===== src/rtl/ea_pkg.sv =====
package ea_pkg;

   // which source feeds the base operand of the address add
   typedef enum logic [1:0] {
      BASE_ZERO = 2'd0,
      BASE_PC   = 2'd1,
      BASE_REG  = 2'd2
   } base_sel_e;

endpackage


===== src/rtl/ea_field_split.sv =====
module ea_field_split #(
   parameter int OP_W   = 8,
   parameter int REG_W  = 4,
   parameter int DISP_W = 16
) (
   input  logic [OP_W+2*REG_W+DISP_W-1:0] instr,
   output logic [OP_W-1:0]                op_f,
   output logic [REG_W-1:0]               r_f,
   output logic [REG_W-1:0]               x_f,
   output logic [DISP_W-1:0]              disp_f
);
   localparam int X_LO  = DISP_W;
   localparam int R_LO  = DISP_W + REG_W;
   localparam int OP_LO = DISP_W + 2*REG_W;

   assign disp_f = instr[DISP_W-1:0];
   assign x_f    = instr[X_LO +: REG_W];
   assign r_f    = instr[R_LO +: REG_W];
   assign op_f   = instr[OP_LO +: OP_W];
endmodule


===== src/rtl/ea_base_pick.sv =====
module ea_base_pick
   import ea_pkg::*;
#(
   parameter int REG_W  = 4,
   parameter int WORD_W = 32
) (
   input  logic [REG_W-1:0]  x_f,
   input  logic [WORD_W-1:0] pc,
   input  logic [WORD_W-1:0] rd_word,
   output logic [REG_W-1:0]  rd_idx,
   output logic              rd_need,
   output base_sel_e         sel,
   output logic [WORD_W-1:0] base
);
   localparam logic [REG_W-1:0] ZERO_IDX = '0;
   localparam logic [REG_W-1:0] PC_IDX   = '1;

   logic hit_zero;
   logic hit_pc;

   assign hit_zero = (x_f == ZERO_IDX);
   assign hit_pc   = (x_f == PC_IDX);

   // register number is offered even when no read is wanted
   assign rd_idx  = x_f;
   assign rd_need = ~(hit_zero | hit_pc);

   always_comb begin
      if (hit_zero)    sel = BASE_ZERO;
      else if (hit_pc) sel = BASE_PC;
      else             sel = BASE_REG;
   end

   always_comb begin
      unique case (sel)
         BASE_ZERO: base = '0;
         BASE_PC:   base = pc;
         default:   base = rd_word;
      endcase
   end
endmodule


===== src/rtl/ea_adder.sv =====
module ea_adder #(
   parameter int DISP_W   = 16,
   parameter int WORD_W   = 32,
   parameter bit SIGN_EXT = 1'b1
) (
   input  logic [DISP_W-1:0] disp,
   input  logic [WORD_W-1:0] base,
   output logic [WORD_W-1:0] sum
);
   localparam int PAD_W = WORD_W - DISP_W;

   logic [WORD_W-1:0] disp_ext;

   generate
      if (PAD_W == 0) begin : g_nopad
         assign disp_ext = disp;
      end else if (SIGN_EXT) begin : g_sext
         assign disp_ext = {{PAD_W{disp[DISP_W-1]}}, disp};
      end else begin : g_zext
         assign disp_ext = {{PAD_W{1'b0}}, disp};
      end
   endgenerate

   // carry out of the top bit is dropped: modular add
   assign sum = disp_ext + base;
endmodule


===== src/rtl/ea_calc_stage.sv =====
module ea_calc_stage
   import ea_pkg::*;
#(
   parameter int OP_W     = 8,
   parameter int REG_W    = 4,
   parameter int DISP_W   = 16,
   parameter int WORD_W   = 32,
   parameter bit SIGN_EXT = 1'b1,
   localparam int INSTR_W = OP_W + 2*REG_W + DISP_W
) (
   input  logic               clk,
   input  logic               rst,
   input  logic [WORD_W-1:0]  in_pc,
   input  logic [INSTR_W-1:0] in_instr,
   output logic [REG_W-1:0]   rf_idx,
   output logic               rf_req,
   input  logic [WORD_W-1:0]  rf_data,
   output logic [OP_W-1:0]    out_op,
   output logic [REG_W-1:0]   out_r,
   output logic [WORD_W-1:0]  out_ea
);
   localparam logic [REG_W-1:0] PC_IDX = '1;

   generate
      if (WORD_W < DISP_W) begin : g_bad_width
         $error("ea_calc_stage: WORD_W must be at least DISP_W");
      end
      if (REG_W < 2) begin : g_bad_regw
         $error("ea_calc_stage: REG_W must allow two reserved indices plus registers");
      end
   endgenerate

   logic [OP_W-1:0]   op_f;
   logic [REG_W-1:0]  r_f;
   logic [REG_W-1:0]  x_f;
   logic [DISP_W-1:0] disp_f;
   logic [WORD_W-1:0] base_w;
   logic [WORD_W-1:0] ea_next;
   base_sel_e         sel_w;

   ea_field_split #(.OP_W(OP_W), .REG_W(REG_W), .DISP_W(DISP_W)) split_i (
      .instr  (in_instr),
      .op_f   (op_f),
      .r_f    (r_f),
      .x_f    (x_f),
      .disp_f (disp_f)
   );

   ea_base_pick #(.REG_W(REG_W), .WORD_W(WORD_W)) pick_i (
      .x_f     (x_f),
      .pc      (in_pc),
      .rd_word (rf_data),
      .rd_idx  (rf_idx),
      .rd_need (rf_req),
      .sel     (sel_w),
      .base    (base_w)
   );

   ea_adder #(.DISP_W(DISP_W), .WORD_W(WORD_W), .SIGN_EXT(SIGN_EXT)) add_i (
      .disp (disp_f),
      .base (base_w),
      .sum  (ea_next)
   );

   always_ff @(posedge clk) begin
      if (rst) begin
         out_op <= '0;
         out_r  <= '0;
         out_ea <= '0;
      end else begin
         out_op <= op_f;
         out_r  <= r_f;
         out_ea <= ea_next;
      end
   end


   zero_idx_noread_chk: assert property (@(posedge clk) disable iff (rst)
      (in_instr[DISP_W +: REG_W] == '0) |-> !rf_req);


   pc_idx_noread_chk: assert property (@(posedge clk) disable iff (rst)
      (in_instr[DISP_W +: REG_W] == PC_IDX) |-> !rf_req);


   reg_sel_read_chk: assert property (@(posedge clk) disable iff (rst)
      (sel_w == BASE_REG) |-> rf_req);


   idx_follows_instr_chk: assert property (@(posedge clk) disable iff (rst)
      rf_idx == in_instr[DISP_W +: REG_W]);


   fields_pass_chk: assert property (@(posedge clk) disable iff (rst)
      1'b1 |=> (out_op == $past(in_instr[INSTR_W-1 -: OP_W]))
               && (out_r == $past(in_instr[DISP_W+REG_W +: REG_W])));


   ignore_rfdata_chk: assert property (@(posedge clk) disable iff (rst)
      (!rf_req && $stable(in_instr) && $stable(in_pc)) |=> $stable(out_ea));
endmodule


===== config.mk =====
export PLATFORM = sky130hd
export DESIGN_NAME = ea_calc_stage
export DESIGN_NICKNAME = d
export VERILOG_FILES = /design/src/rtl/ea_pkg.sv /design/src/rtl/ea_field_split.sv /design/src/rtl/ea_base_pick.sv /design/src/rtl/ea_adder.sv /design/src/rtl/ea_calc_stage.sv
export SDC_FILE = /design/constraint.sdc
export NUM_CORES = 1
export LEC_CHECK = 0
export ABC_AREA = 0
export BUFFER_PORTS_ARGS = -buffer_cell sky130_fd_sc_hd__buf_4
export CAP_MARGIN = 20
export CORE_MARGIN = 2
export CORE_UTILIZATION = 30
export DETAILED_ROUTE_END_ITERATION = 16
export GPL_TIMING_DRIVEN = 0
export PLACE_DENSITY = 0.6
export SYNTH_ARGS = -nofsm -noshare
export SYNTH_HDL_FRONTEND = slang
export SYNTH_HIERARCHICAL = 1
export SYNTH_SLANG_ARGS = --single-unit

===== constraint.sdc =====
create_clock -name clk -period 3.7 [get_ports clk]
set_input_delay 0.185 -clock clk [delete_from_list [all_inputs] [get_ports clk]]
set_output_delay 0.185 -clock clk [all_outputs]
set_load 0.01 [all_outputs]

# After elaboration in Yosys (flattened, before gate mapping)
# Index checks and enable logic that the tools add are counted.
dict set report word_totals {
  elab_cells 13
  ff_bits 44
  input_bits 98
}
dict set report classes {
  add_sub_neg 1
  n_reduce_logical 2
  n_eq_ne 2
  bitwise_logic 2
  mux 3
}
# cell n
set op_table {}
lappend op_table {{$pmux W32 S2} 1}
lappend op_table {{$add A32 B32 Y32} 1}
lappend op_table {{$eq A4 B4 Y1 const B} 1}
lappend op_table {{$logic_not A4 Y1} 1}
lappend op_table {{$mux W2} 2}
lappend op_table {{$eq A2 B1 Y1 const B} 1}
lappend op_table {{$logic_not A2 Y1} 1}
lappend op_table {{$not A1 Y1} 1}
lappend op_table {{$or A1 B1 Y1} 1}

# Depth between registers and ports, before layout
dict set report depth {
  ltp_word 6
  depth_mapped 15
  depth_no_buf 12
}

# Cells and area by module
# The synthesis kept the hierarchy.
# mod area_per_inst_um2 cells_each instances
set by_module_without_submodules {}
lappend by_module_without_submodules {ea_adder 1744.2 241 1}
lappend by_module_without_submodules {ea_calc_stage 1176.1 92 1}
lappend by_module_without_submodules {ea_base_pick 1158.6 133 1}
lappend by_module_without_submodules {ea_field_split 240.2 32 1}

# Worst setup path after synthesis
# Ideal clock, no wire load.
dict set report synth_path {
  kind {input-to-reg}
  startpoint {in in_instr[17]}
  endpoint {reg out_ea[26]}
  arrival_ns 3.034
  slack_ns 0.548
  n_path_buf 3
  setup_ns 0.118
  cell_stages 15
  path_cell_list {buf_4 -> buf_4 -> buf_4 -> o31a_1 -> o221a_1 -> ha_1 -> fa_1 -> a21o_1 -> a31o_2 -> nand3_1 -> o221ai_1 -> a311oi_1 -> o21bai_1 -> xor2_1 -> nor2b_1}
}
dict set report synth_via {
  elab_chain_len 6
}
# element line_no
set synth_lines {}
lappend synth_lines {{start, declared} ea_calc_stage.sv:14} ;# input logic [INSTR_W-1:0] in_instr,
lappend synth_lines {{$eq A4 B4 Y1} ea_base_pick.sv:22} ;# assign hit_pc = (x_f == PC_IDX);
lappend synth_lines {{$mux W2} ea_base_pick.sv:30} ;# else if (hit_pc) sel = BASE_PC;
lappend synth_lines {{$mux W2 *} ea_base_pick.sv:29} ;# if (hit_zero) sel = BASE_ZERO;
lappend synth_lines {{$eq A2 B1 Y1 / $logic_not A2 Y1 (equally long branches)} ea_base_pick.sv:35} ;# unique case (sel)
lappend synth_lines {{$pmux W32 S2 *} ea_base_pick.sv:35}
lappend synth_lines {{net base_w[0]} ea_calc_stage.sv:37} ;# logic [WORD_W-1:0] base_w;
lappend synth_lines {{$add A32 B32 Y32 *} ea_adder.sv:25} ;# assign sum = disp_ext + base;
lappend synth_lines {{net ea_next[26]} ea_calc_stage.sv:38} ;# logic [WORD_W-1:0] ea_next;
lappend synth_lines {{end signal, assigned} ea_calc_stage.sv:73} ;# out_ea <= ea_next;
lappend synth_lines {{end, declared} ea_calc_stage.sv:20} ;# output logic [WORD_W-1:0] out_ea
# Mark *: on every way through the listed nets, which the timed path passes. The rest lies on a longest branch.
# A chain may end at the register's enable or synchronous reset.

# Final worst setup path
# Ends and elaborated chain as after synthesis.

==> impl_results.md <==
* Crit path from: in_instr[17]
* CP required at roughly 3.9 ns
* First-pass GRT wire length at 21.9 mm
* Met3 routed WL at ~950 um
* Post-Layout Cell Count at ~800
* VDD IR max at between 0.15 and 0.2 mV
* HP Start: in_instr[31]
* # IOs at 147
* Total wire length at 14.1 mm
* Residual DRC at 0
* Wire length per cell at between 15 and 20 um
* Area growth from synthesis to layout at 29.2%
* Unrepaired setup endpoints after global routing: false
* Hpwl dp at between 10 and 15 mm
* Worst Tran Pin Value at ~0.7 ns
* Antenna diodes at 0
* Fmax achieved at between 0.2 and 0.3 GHz
* Initial antenna violation count at 0
* Clock Tree Root: clkbuf_16
* Share of cells above drive strength 1 at 32.0%
* Crit path kind: in -> reg
* Max_cap viols at 0
* Gates resized, CTS repair at 0
* Final min period at 3.41 ns
* Met2 WL post-DR at 6.60 mm
* Max_slew headroom at a little over half
* Vias in the first global route at about 4.2k
* CTS tree: yes
* CTS Buffer Depth at 2
* TritonCTS buffer count at 5
* Initial DRC Count at roughly 280
* Clk sink count at 44
* Vias per cell at about 5.4
* # port buffers at approximately 110
* Core Area at roughly 0.014 sq mm
* Global-route usage over all layers at 18.3%
* Die X-Extent at 124 um
* Setup crit end kind: register
* Antenna-violating nets left at 0
* RD Place Congestion at ~0.86
* Yosys warns at 6
* Core Rows at 43
* Post-synthesis cell count at just under 500
* Mapped Avg Cell Area at between 8 and 9 sq um
* M1 wire length at between 6 and 7 mm
* Clock slew seen by the registers of the worst setup and hold paths at 0.06 ns
* Dpl ws at about 0.052 ns
* Top sig layer: met4
* Status: finished clean
* Htree depth at 2
* Count of nets after finishing at approximately 750
* Die Ht at approximately 120 um
* Inst Count DP at 790
* Setup Buffers After CTS at 0
* # setup viols final at 0
* Global route overflow at 0
* DRT Pass-1 Iters at 6
* Power per standard cell area at 349 mW/mm^2
* Leakage at 2.47 nW
* Cell area after synthesis at roughly 0.0043 sq mm
* Final Hold Vio Count at 0
* Fin Setup TNS at 0 ns
* Critical path fanouts, max at 10
* Hold Buf Count CTS at 0
* Syn nets at about 630
* Starting Density at slightly above 30%
* CP arrival at ~3.6 ns
* Final Core Density at 39.9%
* Slack of the critical path at 0.294 ns
* Worst min path class: in -> reg
* Die area at between 0.015 and 0.02 sq mm
* Largest net degree at the start of global routing at 18
* Final Max Slew Viols at 0
* Startpoint Class: primary input
* Via count at around 4.3k
* Crit share post-route at 92.1%
through the flow:
| stage | hold WS (ns) | power [mW] | cell area, sq um |
|---|---|---|---|
| finish | 0.107 | 1.94 | 5570 |
| global placement | 0.395 | 1.42 | 5390 |
| floorplan | 0.257 | 1.14 | 4310 |
| CTS | 0.100 | 1.95 | 5570 |
| detailed placement | 0.400 | 1.44 | 5390 |
| global route | 0.103 | 2.08 | 5570 |
metal layers:
metal / global-route usage (%) / vias up
li1: - / 2096
met1: 24.4 / 2017
met2: 30.0 / 171
met3: 3.02 / 22
met4: 6.39 / 0
met5: 0 / -
path summary, 6_finish.rpt:
path | end | cells past startpoint
min | out_op[7] | 2
max | out_ea[26] | 15
worst max-delay path: stages:
cell,delay [ns]
buf_4,0.13
buf_4,0.17
buf_4,0.18
o31a_1,0.25
o221a_1,0.25
ha_1,0.25
fa_1,0.40
a21o_1,0.23
a31o_2,0.29
nand3_1,0.10
o221ai_1,0.33
a311oi_1,0.42
o21bai_1,0.11
xor2_1,0.14
nor2b_1,0.14
where the power goes:
group	total, mW	internal, mW	switching [mW]
registers	0.558	0.541	0.0175
clock network	0.512	0.338	0.175
logic	0.872	0.429	0.443
total	1.94	1.31	0.635
registers in the layout, summed over array words and instances (netlist names):
name,flops
out_ea,32
out_op,8
out_r,4
cell usage in the layout (no fill, tap or decap), types with 15 or more instances in the layout:
cell and count:
a21o_1 19, a21oi_1 29, a31o_1 30, buf_2 21, buf_4 152, dfxtp_1 44
ha_1 31, nand2_1 18, nor2b_1 45, o221a_1 32, o31a_1 32, xor2_1 15
layout make-up:
| class | instances | area, sq um |
|---|---|---|
| fill | 1444 | 8370 |
| multi-input combinational | 367 | 2910 |
| sequential | 44 | 881 |
| timing repair buffer | 114 | 856 |
| buffer | 79 | 495 |
| tap | 180 | 225 |
| clock buffer | 6 | 139 |
| clock inverter | 2 | 38.8 |
| inverter | 6 | 22.5 |
No activity file was read; power rests on OpenSTA's default activity.
